**src/rtl/rtg_pkg.sv**
```systemverilog
package rtg_pkg;

   // interval order inside a line and inside a frame; the value is also the
   // offset of that interval's length register from the axis base address
   typedef enum logic [1:0] {
      PH_SYNC  = 2'd0,
      PH_BACK  = 2'd1,
      PH_ACT   = 2'd2,
      PH_FRONT = 2'd3
   } phase_e;

   localparam int N_SEG  = 4;
   localparam int N_AXIS = 2;

   // register addresses
   localparam int A_RUN  = 0;
   localparam int A_HSEG = 1;   // 1..4 : horizontal intervals, minus one
   localparam int A_VSEG = 5;   // 5..8 : vertical intervals, minus one
   localparam int A_POL  = 9;
   localparam int A_MASK = 10;
   localparam int A_STAT = 11;
   localparam int A_LAST = A_STAT;

   // polarity word bits, set = active-high
   localparam int POL_W  = 3;
   localparam int POL_HS = 0;
   localparam int POL_VS = 1;
   localparam int POL_DE = 2;
   localparam logic [POL_W-1:0] POL_RST = 3'b100;

endpackage

```
**src/rtl/rtg_regs.sv**
```systemverilog
module rtg_regs
   import rtg_pkg::*;
#(
   parameter int CW = 12,
   parameter int AW = 4,
   parameter int DW = 32
) (
   input  logic                       clk,
   input  logic                       rst_n,
   input  logic                       wr_en,
   input  logic [AW-1:0]              wr_addr,
   input  logic [DW-1:0]              wr_data,
   input  logic                       frame_wrap,
   input  logic                       irq_set,
   output logic                       run,
   output logic [N_SEG-1:0][CW-1:0]   h_len,
   output logic [N_SEG-1:0][CW-1:0]   v_len,
   output logic [POL_W-1:0]           pol,
   output logic                       mask,
   output logic                       status
);

   logic [N_SEG-1:0][CW-1:0] stg_h;
   logic [N_SEG-1:0][CW-1:0] stg_v;
   logic [POL_W-1:0]         stg_pol;
   logic                     clr_hit;

   assign clr_hit = wr_en && (wr_addr == AW'(A_STAT)) && wr_data[0];

   // staging copy and directly acting control bits
   always_ff @(posedge clk or negedge rst_n) begin
      if (!rst_n) begin
         stg_h   <= '0;
         stg_v   <= '0;
         stg_pol <= POL_RST;
         run     <= 1'b0;
         mask    <= 1'b0;
      end else if (wr_en) begin
         if (wr_addr == AW'(A_RUN))  run     <= wr_data[0];
         if (wr_addr == AW'(A_MASK)) mask    <= wr_data[0];
         if (wr_addr == AW'(A_POL))  stg_pol <= wr_data[POL_W-1:0];
         for (int i = 0; i < N_SEG; i++) begin
            if (wr_addr == AW'(A_HSEG + i)) stg_h[i] <= wr_data[CW-1:0];
            if (wr_addr == AW'(A_VSEG + i)) stg_v[i] <= wr_data[CW-1:0];
         end
      end
   end

   // shadow copy seen by the counters: tracks staging while stopped,
   // reloads only on the frame boundary while running
   always_ff @(posedge clk or negedge rst_n) begin
      if (!rst_n) begin
         h_len <= '0;
         v_len <= '0;
         pol   <= POL_RST;
      end else if (!run || frame_wrap) begin
         h_len <= stg_h;
         v_len <= stg_v;
         pol   <= stg_pol;
      end
   end

   // interrupt status, set has priority over the write-one clear
   always_ff @(posedge clk or negedge rst_n) begin
      if (!rst_n)        status <= 1'b0;
      else if (irq_set)  status <= 1'b1;
      else if (clr_hit)  status <= 1'b0;
   end

   // mid-frame the timing seen by the counters does not move
   assert_shadow_hold_R9: assert property (@(posedge clk) disable iff (!rst_n)
      (run && $past(run) && !$past(frame_wrap)) |->
         ($stable(h_len) && $stable(v_len) && $stable(pol)));

endmodule

```
**src/rtl/rtg_axis.sv**
```systemverilog
module rtg_axis
   import rtg_pkg::*;
#(
   parameter int CW = 12
) (
   input  logic                     clk,
   input  logic                     rst_n,
   input  logic                     clr,
   input  logic                     adv,
   input  logic [N_SEG-1:0][CW-1:0] len,
   output phase_e                   phase,
   output logic [CW-1:0]            cnt,
   output logic                     wrap
);

   logic seg_done;

   assign seg_done = (cnt == len[phase]);
   assign wrap     = (phase == PH_FRONT) && seg_done;

   always_ff @(posedge clk or negedge rst_n) begin
      if (!rst_n) begin
         phase <= PH_SYNC;
         cnt   <= '0;
      end else if (clr) begin
         phase <= PH_SYNC;
         cnt   <= '0;
      end else if (adv) begin
         if (seg_done) begin
            cnt   <= '0;
            phase <= phase_e'(phase + 2'd1);
         end else begin
            cnt   <= cnt + 1'b1;
         end
      end
   end

   // the interval counter never runs past the programmed length
   assert_cnt_bound_R2: assert property (@(posedge clk) disable iff (!rst_n)
      !clr |-> (cnt <= len[phase]));

   // a stop leaves the axis at the start of its sync interval
   assert_stop_home_R6: assert property (@(posedge clk) disable iff (!rst_n)
      $rose(clr) |=> (phase == PH_SYNC && cnt == '0));

endmodule

```
**src/rtl/raster_timing_gen.sv**
```systemverilog
module raster_timing_gen
   import rtg_pkg::*;
#(
   parameter int CW = 12,
   parameter int AW = 4,
   parameter int DW = 32
) (
   input  logic          clk,
   input  logic          rst_n,
   input  logic          wr_en,
   input  logic [AW-1:0] wr_addr,
   input  logic [DW-1:0] wr_data,
   output logic          hsync,
   output logic          vsync,
   output logic          de,
   output logic [CW-1:0] pix_x,
   output logic [CW-1:0] pix_y,
   output logic          sof,
   output logic          irq
);

   localparam int AXIS_H = 0;
   localparam int AXIS_V = 1;

   // elaboration-time parameter checks
   if (CW < 2) begin : g_bad_cw
      initial $fatal(1, "CW must be at least 2");
   end
   if (DW < CW || DW < POL_W) begin : g_bad_dw
      initial $fatal(1, "DW too narrow for the length fields");
   end
   if ((1 << AW) <= A_LAST) begin : g_bad_aw
      initial $fatal(1, "AW too narrow for the register map");
   end

   logic                     run;
   logic                     mask;
   logic                     status;
   logic [POL_W-1:0]         pol;
   logic [N_SEG-1:0][CW-1:0] h_len;
   logic [N_SEG-1:0][CW-1:0] v_len;
   logic [N_SEG-1:0][CW-1:0] seg_len [N_AXIS];
   phase_e                   ph      [N_AXIS];
   logic [CW-1:0]            cnt     [N_AXIS];
   logic [N_AXIS-1:0]        wrap;
   logic [N_AXIS-1:0]        adv;
   logic                     frame_wrap;
   logic                     hs_act;
   logic                     vs_act;
   logic                     de_act;
   logic                     h_in_act;
   logic                     v_in_act;

   rtg_regs #(.CW(CW), .AW(AW), .DW(DW)) u_regs (
      .clk        (clk),
      .rst_n      (rst_n),
      .wr_en      (wr_en),
      .wr_addr    (wr_addr),
      .wr_data    (wr_data),
      .frame_wrap (frame_wrap),
      .irq_set    (sof),
      .run        (run),
      .h_len      (h_len),
      .v_len      (v_len),
      .pol        (pol),
      .mask       (mask),
      .status     (status)
   );

   assign seg_len[AXIS_H] = h_len;
   assign seg_len[AXIS_V] = v_len;
   assign adv[AXIS_H]     = run;
   assign adv[AXIS_V]     = run & wrap[AXIS_H];
   assign frame_wrap      = run & wrap[AXIS_H] & wrap[AXIS_V];

   for (genvar g = 0; g < N_AXIS; g++) begin : g_axis
      rtg_axis #(.CW(CW)) u_axis (
         .clk   (clk),
         .rst_n (rst_n),
         .clr   (!run),
         .adv   (adv[g]),
         .len   (seg_len[g]),
         .phase (ph[g]),
         .cnt   (cnt[g]),
         .wrap  (wrap[g])
      );
   end

   assign h_in_act = run && (ph[AXIS_H] == PH_ACT);
   assign v_in_act = run && (ph[AXIS_V] == PH_ACT);
   assign hs_act   = run && (ph[AXIS_H] == PH_SYNC);
   assign vs_act   = run && (ph[AXIS_V] == PH_SYNC);
   assign de_act   = h_in_act && v_in_act;

   assign pix_x = h_in_act ? cnt[AXIS_H] : '0;
   assign pix_y = v_in_act ? cnt[AXIS_V] : '0;
   assign sof   = hs_act && vs_act && (cnt[AXIS_H] == '0) && (cnt[AXIS_V] == '0);

   assign hsync = pol[POL_HS] ? hs_act : !hs_act;
   assign vsync = pol[POL_VS] ? vs_act : !vs_act;
   assign de    = pol[POL_DE] ? de_act : !de_act;
   assign irq   = status & mask;

   // every frame start leaves the status bit set
   assert_status_set_R8: assert property (@(posedge clk) disable iff (!rst_n)
      sof |=> status);

   // the reported position stays inside the programmed active area
   assert_pos_range_R4: assert property (@(posedge clk) disable iff (!rst_n)
      de_act |-> (pix_x <= h_len[PH_ACT] && pix_y <= v_len[PH_ACT]));

   // vertical sync only changes on a line boundary while scanning
   assert_vs_line_R3: assert property (@(posedge clk) disable iff (!rst_n)
      (run && $past(run) && !$stable(vs_act)) |->
         (ph[AXIS_H] == PH_SYNC && cnt[AXIS_H] == '0));

   // start of frame is a single-cycle marker
   assert_sof_single_R7: assert property (@(posedge clk) disable iff (!rst_n)
      sof |=> !sof);

endmodule

```
**config.mk**
```make
export PLATFORM = sky130hd
export DESIGN_NAME = raster_timing_gen
export DESIGN_NICKNAME = d
export VERILOG_FILES = /design/src/rtl/rtg_pkg.sv /design/src/rtl/rtg_regs.sv /design/src/rtl/rtg_axis.sv /design/src/rtl/raster_timing_gen.sv
export SDC_FILE = /design/constraint.sdc
export NUM_CORES = 1
export LEC_CHECK = 0
export BUFFER_PORTS_ARGS = -buffer_cell sky130_fd_sc_hd__clkbuf_2
export CORE_UTILIZATION = 50
export CTS_CLUSTER_SIZE = 16
export DETAILED_ROUTE_END_ITERATION = 8
export GPL_TIMING_DRIVEN = 0
export PLACE_DENSITY = 0.78
export SYNTH_ARGS = -nofsm -noshare
export SYNTH_HDL_FRONTEND = slang
export SYNTH_HIERARCHICAL = 1
export SYNTH_SLANG_ARGS = --single-unit
```
**constraint.sdc**
```tcl
create_clock -name clk -period 3.47 [get_ports clk]
set_clock_uncertainty 0.1 [all_clocks]
set_input_delay 0.1735 -clock clk [delete_from_list [all_inputs] [get_ports clk]]
set_output_delay 0.1735 -clock clk [all_outputs]
set_load 0.01 [all_outputs]
```
Word-level counts from Yosys, hierarchy flattened

Index checks and enable logic that the tools add are counted.

Order comparisons: 2
Add/sub/neg operators: 4
Bitwise gates (word level): 3
Reductions and logical operators: 35
Eq/ne operators: 20
Mux-type cells: 21

Operator list:

| kind                                                       | count |
|---|---|
| two-way mux 12 bit                                         | 9 |
| binary-select mux 12 bit (select 2 bit)                    | 2 |
| adder 12 x 1 -> 12 bit, second input constant              | 2 |
| equality test 12 bit                                       | 2 |
| zero test 12 bit                                           | 2 |
| AND reduction 2 bit                                        | 12 |
| equality test 4 x 3 -> 1 bit, second input constant        | 4 |
| equality test 4 bit, second input constant                 | 4 |
| logical AND 1 bit                                          | 12 |
| two-way mux 2 bit                                          | 5 |
| equality test 2 bit, second input constant                 | 4 |
| equality test 4 x 2 -> 1 bit, second input constant        | 2 |
| less-than comparator 2 x 3 -> 1 bit, second input constant | 2 |
| inequality test 2 x 1 -> 1 bit, second input constant      | 3 |
| two-way mux 1 bit                                          | 5 |
| adder 2 x 1 -> 2 bit, second input constant                | 2 |
| equality test 4 x 1 -> 1 bit, second input constant        | 1 |
| zero test 1 bit                                            | 4 |
| zero test 2 bit                                            | 2 |
| zero test 4 bit                                            | 1 |
| bitwise AND 1 bit                                          | 3 |
| nonzero test 2 bit                                         | 1 |
| logical OR 1 bit                                           | 1 |

Flip-flop bits (word level): 229
Logic and storage cells: 110
Input bits: 39

Longest topological paths before layout

Depth in word-level cells: 7
Mapped depth: 14
Mapped depth without buffers: 11

Hierarchy

The synthesis kept the hierarchy.

Modules (own cells, without submodules):

| module            | area each (µm²) | cells an instance | times used | sequential area each (µm²) |
|---|---|---|---|---|
| rtg_regs          | 7658.6          | 443               | 1          | 5032.3 |
| rtg_axis          | 1183.6          | 104               | 2          | 350.3 |
| raster_timing_gen | 324.1           | 48                | 1          | 0.0 |

Worst setup path after synthesis

No wires, ideal clock.

Path kind: flip-flop to flip-flop
Start point: register g_axis[0].u_axis.phase[0]
End point: register g_axis[1].u_axis.cnt[11]
Path slack: -111 ps
Data required time: 3284 ps
Arrival time: 3395 ps
Clock period less this slack: 3581 ps
Stages on the path, launching flop included: 15
Path through: dfrtp_1 buf_6 buf_6 mux4_2 xnor2_1 nand4_1 nor3_1 and2_1 and2_1 clkbuf_1 o211a_1 and3_1 or3b_2 xor2_1 nor3_1

Cells in the longest elaborated chain, start to end: 6
Elaborated cells on any way between the ends: 7

RTL lines:

| what                                       | line                    | text |
|---|---|---|
| from (decl)                                | rtg_axis.sv:11          | `output phase_e phase,` |
| from (signal assigned)                     | rtg_axis.sv:31          | `phase <= phase_e'(phase + 2'd1);` |
| binary-select mux 12 bit (select 2 bit)    | rtg_axis.sv:18          | `assign seg_done = (cnt == len[phase]);` |
| two-way mux 12 bit (not written as such)   | rtg_axis.sv:18          |  |
| equality test 12 bit                       | rtg_axis.sv:18          |  |
| logical AND 1 bit *                        | rtg_axis.sv:19          | `assign wrap = (phase == PH_FRONT) && seg_done;` |
| net wrap[0]                                | raster_timing_gen.sv:45 | `logic [N_AXIS-1:0] wrap;` |
| bitwise AND 1 bit *                        | raster_timing_gen.sv:73 | `assign adv[AXIS_V] = run & wrap[AXIS_H];` |
| net adv[1]                                 | raster_timing_gen.sv:46 | `logic [N_AXIS-1:0] adv;` |
| inequality test 2 x 1 -> 1 bit (no line) * | -                       |  |
| to (signal assigned)                       | rtg_axis.sv:33          | `cnt <= cnt + 1'b1;` |
| to (decl)                                  | rtg_axis.sv:12          | `output logic [CW-1:0] cnt,` |

The timed path passes the listed nets; every way through them passes the cells marked *. The select of a mux whose other input is x is not followed.
A chain may end at the register's enable or synchronous reset.

Worst setup path in the final report

Same ends and word-level chain as after synthesis.

==> results by group <==
Status
  – Status: complete, but fails checks
  – Failing checks: hold timing

CTS
  – Clk Latency, worst-skew pair: 0.50 ns
  – Clock Sinks: approximately 230
  – TritonCTS Buffers: 23
  – CTS tree: yes
  – H-tree depth: 1
  – Clk buf depth: 3
  – Root Buffer: clkbuf_16
  – Reg clk slew, reported paths: approximately 0.060 ns

Power and ir drop
  – Switching Share: 0.266
  – Combinational power share: 0.228
  – P_int: approximately 6000 uW
  – Clk network pwr share: 0.305
  – Sequential Power Share: 0.467
  – Pwr/cell area: approximately 670 mW/mm^2
  – Net Sw Power: about 2200 uW
  – Max IR drop VDD: about 0.00030 V
  – Leakage: between 0.005 and 0.006 uW

Final layout
  – N_diodes: 0
  – Area Overhead vs Synth: 18.0%
  – Share of cells above drive strength 1: 0.460
  – Nets@finish: about 850
  – Filler cell count: roughly 1500
  – Design area: 0.0122 mm^2
  – Final Non-Filler Cells: 1096

Synthesis
  – Post-synth top area share: 0.549
  – Post-synth EDFFs: 0
  – Yosys reg bits: about 230
  – Post-Syn Nets: 742
  – Asr flop ratio synth: 1.00
  – Top cells by area, synth: dfrtp_1, mux2_2, mux4_2
  – Post-Synthesis Cell Area: ~0.010 mm^2
  – Synthesis Warnings: 6
  – Leading area contributor after synthesis: dfrtp_1
  – Mapped Cells: between 600 and 700
  – Unique masters post-synth: 42
  – Top FF cell, synth: dfrtp_1
  – Seq/Total Area, Yosys: 0.554
  – Syn_area_per_cell: 14.8 um^2

Global route
  – Initial antenna violation count: 0
  – Largest net degree at the start of global routing: between 100 and 150
  – GRT overflow: 0
  – Gr usage total: 0.219
  – First-pass GRT wire length: 36100 um
  – Vias in the first global route: ~6600

Critical path
  – Crit path DAT: ~3.8 ns
  – Worst setup EP type: flip-flop
  – CP max FO: 5
  – Req. time, crit path: between 3 and 4 ns
  – CP Class: reg2reg
  – Flop-to-flop setup slack: roughly 0.012 ns
  – Critical Path Source Type: flip-flop

Placed design
  – Placed Cells: roughly 1000
  – Area after DPL: about 0.011 mm^2
  – RD Place Congestion: 0.833
  – Detailed-placement wirelength estimate: ~14000 um
  – Buffers on Ports: 47

Drt
  – Routed vias/inst: 5.58
  – Post-DR wirelength/cell: slightly above 20 um
  – Via Count: just over 6000
  – Post-route DRC: 0
  – Post-Route WL: around 23000 um
  – TritonRoute pass-1 iters: 4
  – Initial DRC count: around 350
  – ANT nets after route: 0

Run
  – Total of max-cap violations: 0

Timing
  – Rel. slew slack: 0.646
  – Final setup viols: 0
  – Hold Violations, Final: 2
  – Hold slack final: -0.0113 ns
  – Peak Freq: 289 MHz
  – Worst slew pin tran: 0.530 ns
  – Slew Viols, Final: 0
  – Final worst path period share: 0.997
  – RSZ-0062 raised after global routing: true
  – Min Tclk post-route: between 3 and 4 ns

Floorplan
  – Die Y: 146 um
  – Die Area: between 0.02 and 0.025 mm^2
  – Die Width: ~150 um
  – Initial core utilization: 0.512
  – Num rows: 52
  – Core area: approximately 0.020 mm^2
  – I/O pin count: slightly below 70

Min path
  – Worst hold path class: in2reg
state kept, by name (all words and copies together), names as in the netlist:
register	count
u_regs/stg_h	48
u_regs/run	1
u_regs/stg_v	48
g_axis.u_axis/phase	4
u_regs/stg_pol	3
g_axis.u_axis/cnt	24
u_regs/v_len	48
u_regs/h_len	48
u_regs/status	1
u_regs/pol	3
u_regs/mask	1
layout make-up:
cell class | instances | area [um^2] | area share
Buffer | 35 | 300 | 0.0246
Tap cell | 270 | 338 | 0.0277
Timing Repair Buffer | 87 | 633 | 0.0518
Inverter | 6 | 22.5 | 0.00184
Clock inverter | 9 | 104 | 0.00850
Clock buffer | 32 | 669 | 0.0548
Sequential cell | 229 | 5730 | 0.469
Multi-Input combinational cell | 428 | 4410 | 0.361
power by group through the flow:
stage / clock (uW) / combinational [uW] / sequential [uW]
global placement: 0 / 1620 / 3830
finish: 2510 / 1880 / 3850
detailed placement: 0 / 1690 / 3870
floorplan: 0 / 1320 / 3700
CTS: 2550 / 1820 / 3840
global route: 2640 / 2010 / 3930
per-layer routing:
layer / track usage / wire, um / vias to the layer above
met1: 0.301 / 10100 / 3175
met2: 0.367 / 11100 / 160
met4: 0.0674 / 443 / 0
met5: 0 / 0 / -
li1: - / - / 2748
met3: 0.0257 / 908 / 33
through the flow:
| stage | util | hold WS (ns) | power, uW | TNS (ns) | setup slack (ns) |
|---|---|---|---|---|---|
| after CTS | 0.600 | 0.0000461 | 8200 | 0 | 0.00225 |
| final | 0.604 | -0.0113 | 8230 | 0 | 0.0118 |
| after floorplan | - | -0.222 | 5020 | 0 | 0.0199 |
| after global routing | 0.604 | 0.00314 | 8590 | -0.387 | -0.109 |
| after detailed placement | 0.543 | -0.0208 | 5560 | -3.72 | -0.535 |
| after global placement | 0.540 | 0.343 | 5450 | -540.60 | -2.38 |
critical path, stage by stage, from the launching register on:
cell,delay [ns]
dfrtp_1,0.38
buf_6,0.15
buf_12,0.13
buf_6,0.09
mux4_2,0.55
xnor2_1,0.18
nand4_1,0.12
buf_4,0.17
nor3_4,0.18
and2_4,0.17
and2_4,0.14
o211a_1,0.16
and3_4,0.19
or3b_4,0.38
xor2_1,0.15
nor3_1,0.12
cells in the final DEF, fill, tap and decap left out, drive strengths merged, types with 2 or more instances in the layout:
cell / netlist / final
a21oi: 2 / 2
and2: 28 / 28
and3: 7 / 7
and3b: 2 / 2
buf: 29 / 50
bufinv: 0 / 2
clkbuf: 7 / 93
clkinv: 0 / 5
clkinvlp: 0 / 2
dfrtp: 227 / 227
dfstp: 2 / 2
dlygate4sd3: 0 / 11
ha: 4 / 4
inv: 6 / 6
mux2: 203 / 203
mux2i: 2 / 2
mux4: 24 / 24
nand2: 13 / 13
nand2b: 10 / 10
nand3: 3 / 3
nand3b: 4 / 4
nand4: 16 / 16
nor2: 13 / 13
nor2b: 3 / 3
nor3: 18 / 18
nor3b: 2 / 2
nor4: 10 / 10
o211a: 2 / 2
o21ai: 3 / 3
o22ai: 2 / 2
o311ai: 2 / 2
o32ai: 2 / 2
or3: 6 / 6
or3b: 2 / 2
xnor2: 27 / 27
xor2: 16 / 16
logic make-up after synthesis:
kind of cell    after synthesis  share of synthesized area
mux                         229                      0.286
simple gates                137                     0.0829
fa+ha+maj                     4                    0.00484
buf+inv                      42                     0.0256
compound gates               15                     0.0104
xor+xnor                     43                     0.0364
flops                       229                      0.554
repair_timing:
action	in CTS	in global routing
pin swaps	10	14
hold buffers	11	0
endpoints found under the hold margin	152	0
buffers inserted	26	7
gates resized for setup	12	25
gates cloned	1	1
setup endpoints to repair	80	113
worst paths after layout:
kind / start / endpoint / cells past startpoint
max in group asynchronous: rst_n / u_regs/stg_h[22] / 4
hold / removal: wr_data[5] / u_regs/stg_h[41] / 2
hold reg to reg: u_regs/status / u_regs/status / 1
setup reg to reg: g_axis[0].u_axis/phase[0] / g_axis[1].u_axis/cnt[11] / 15
setup / recovery: g_axis[0].u_axis/phase[0] / g_axis[1].u_axis/cnt[11] / 15
min in group asynchronous: rst_n / g_axis[1].u_axis/cnt[7] / 2
Yosys cell counts, types with 2 or more instances:
library cell,instances
nor4_4,2
o22ai_1,2
xor2_1,16
mux2_1,15
nor3_1,18
buf_2,17
nor3b_2,2
inv_1,6
nand2_1,13
and3b_4,2
o211a_1,2
dfrtp_1,227
or3_4,3
nand3_1,3
nand3b_1,4
and3_1,7
and2_1,28
or3b_2,2
o21ai_0,3
nor2_1,13
mux4_2,24
mux2_2,158
xnor2_1,27
clkbuf_1,7
nand4_2,2
mux2_4,30
nor4_1,8
dfstp_2,2
buf_6,11
o32ai_1,2
nor2b_1,3
mux2i_1,2
nand2b_1,10
ha_1,4
a21oi_1,2
or3_1,3
nand4_1,14
Note: power is estimated with default switching activity, not from simulation.
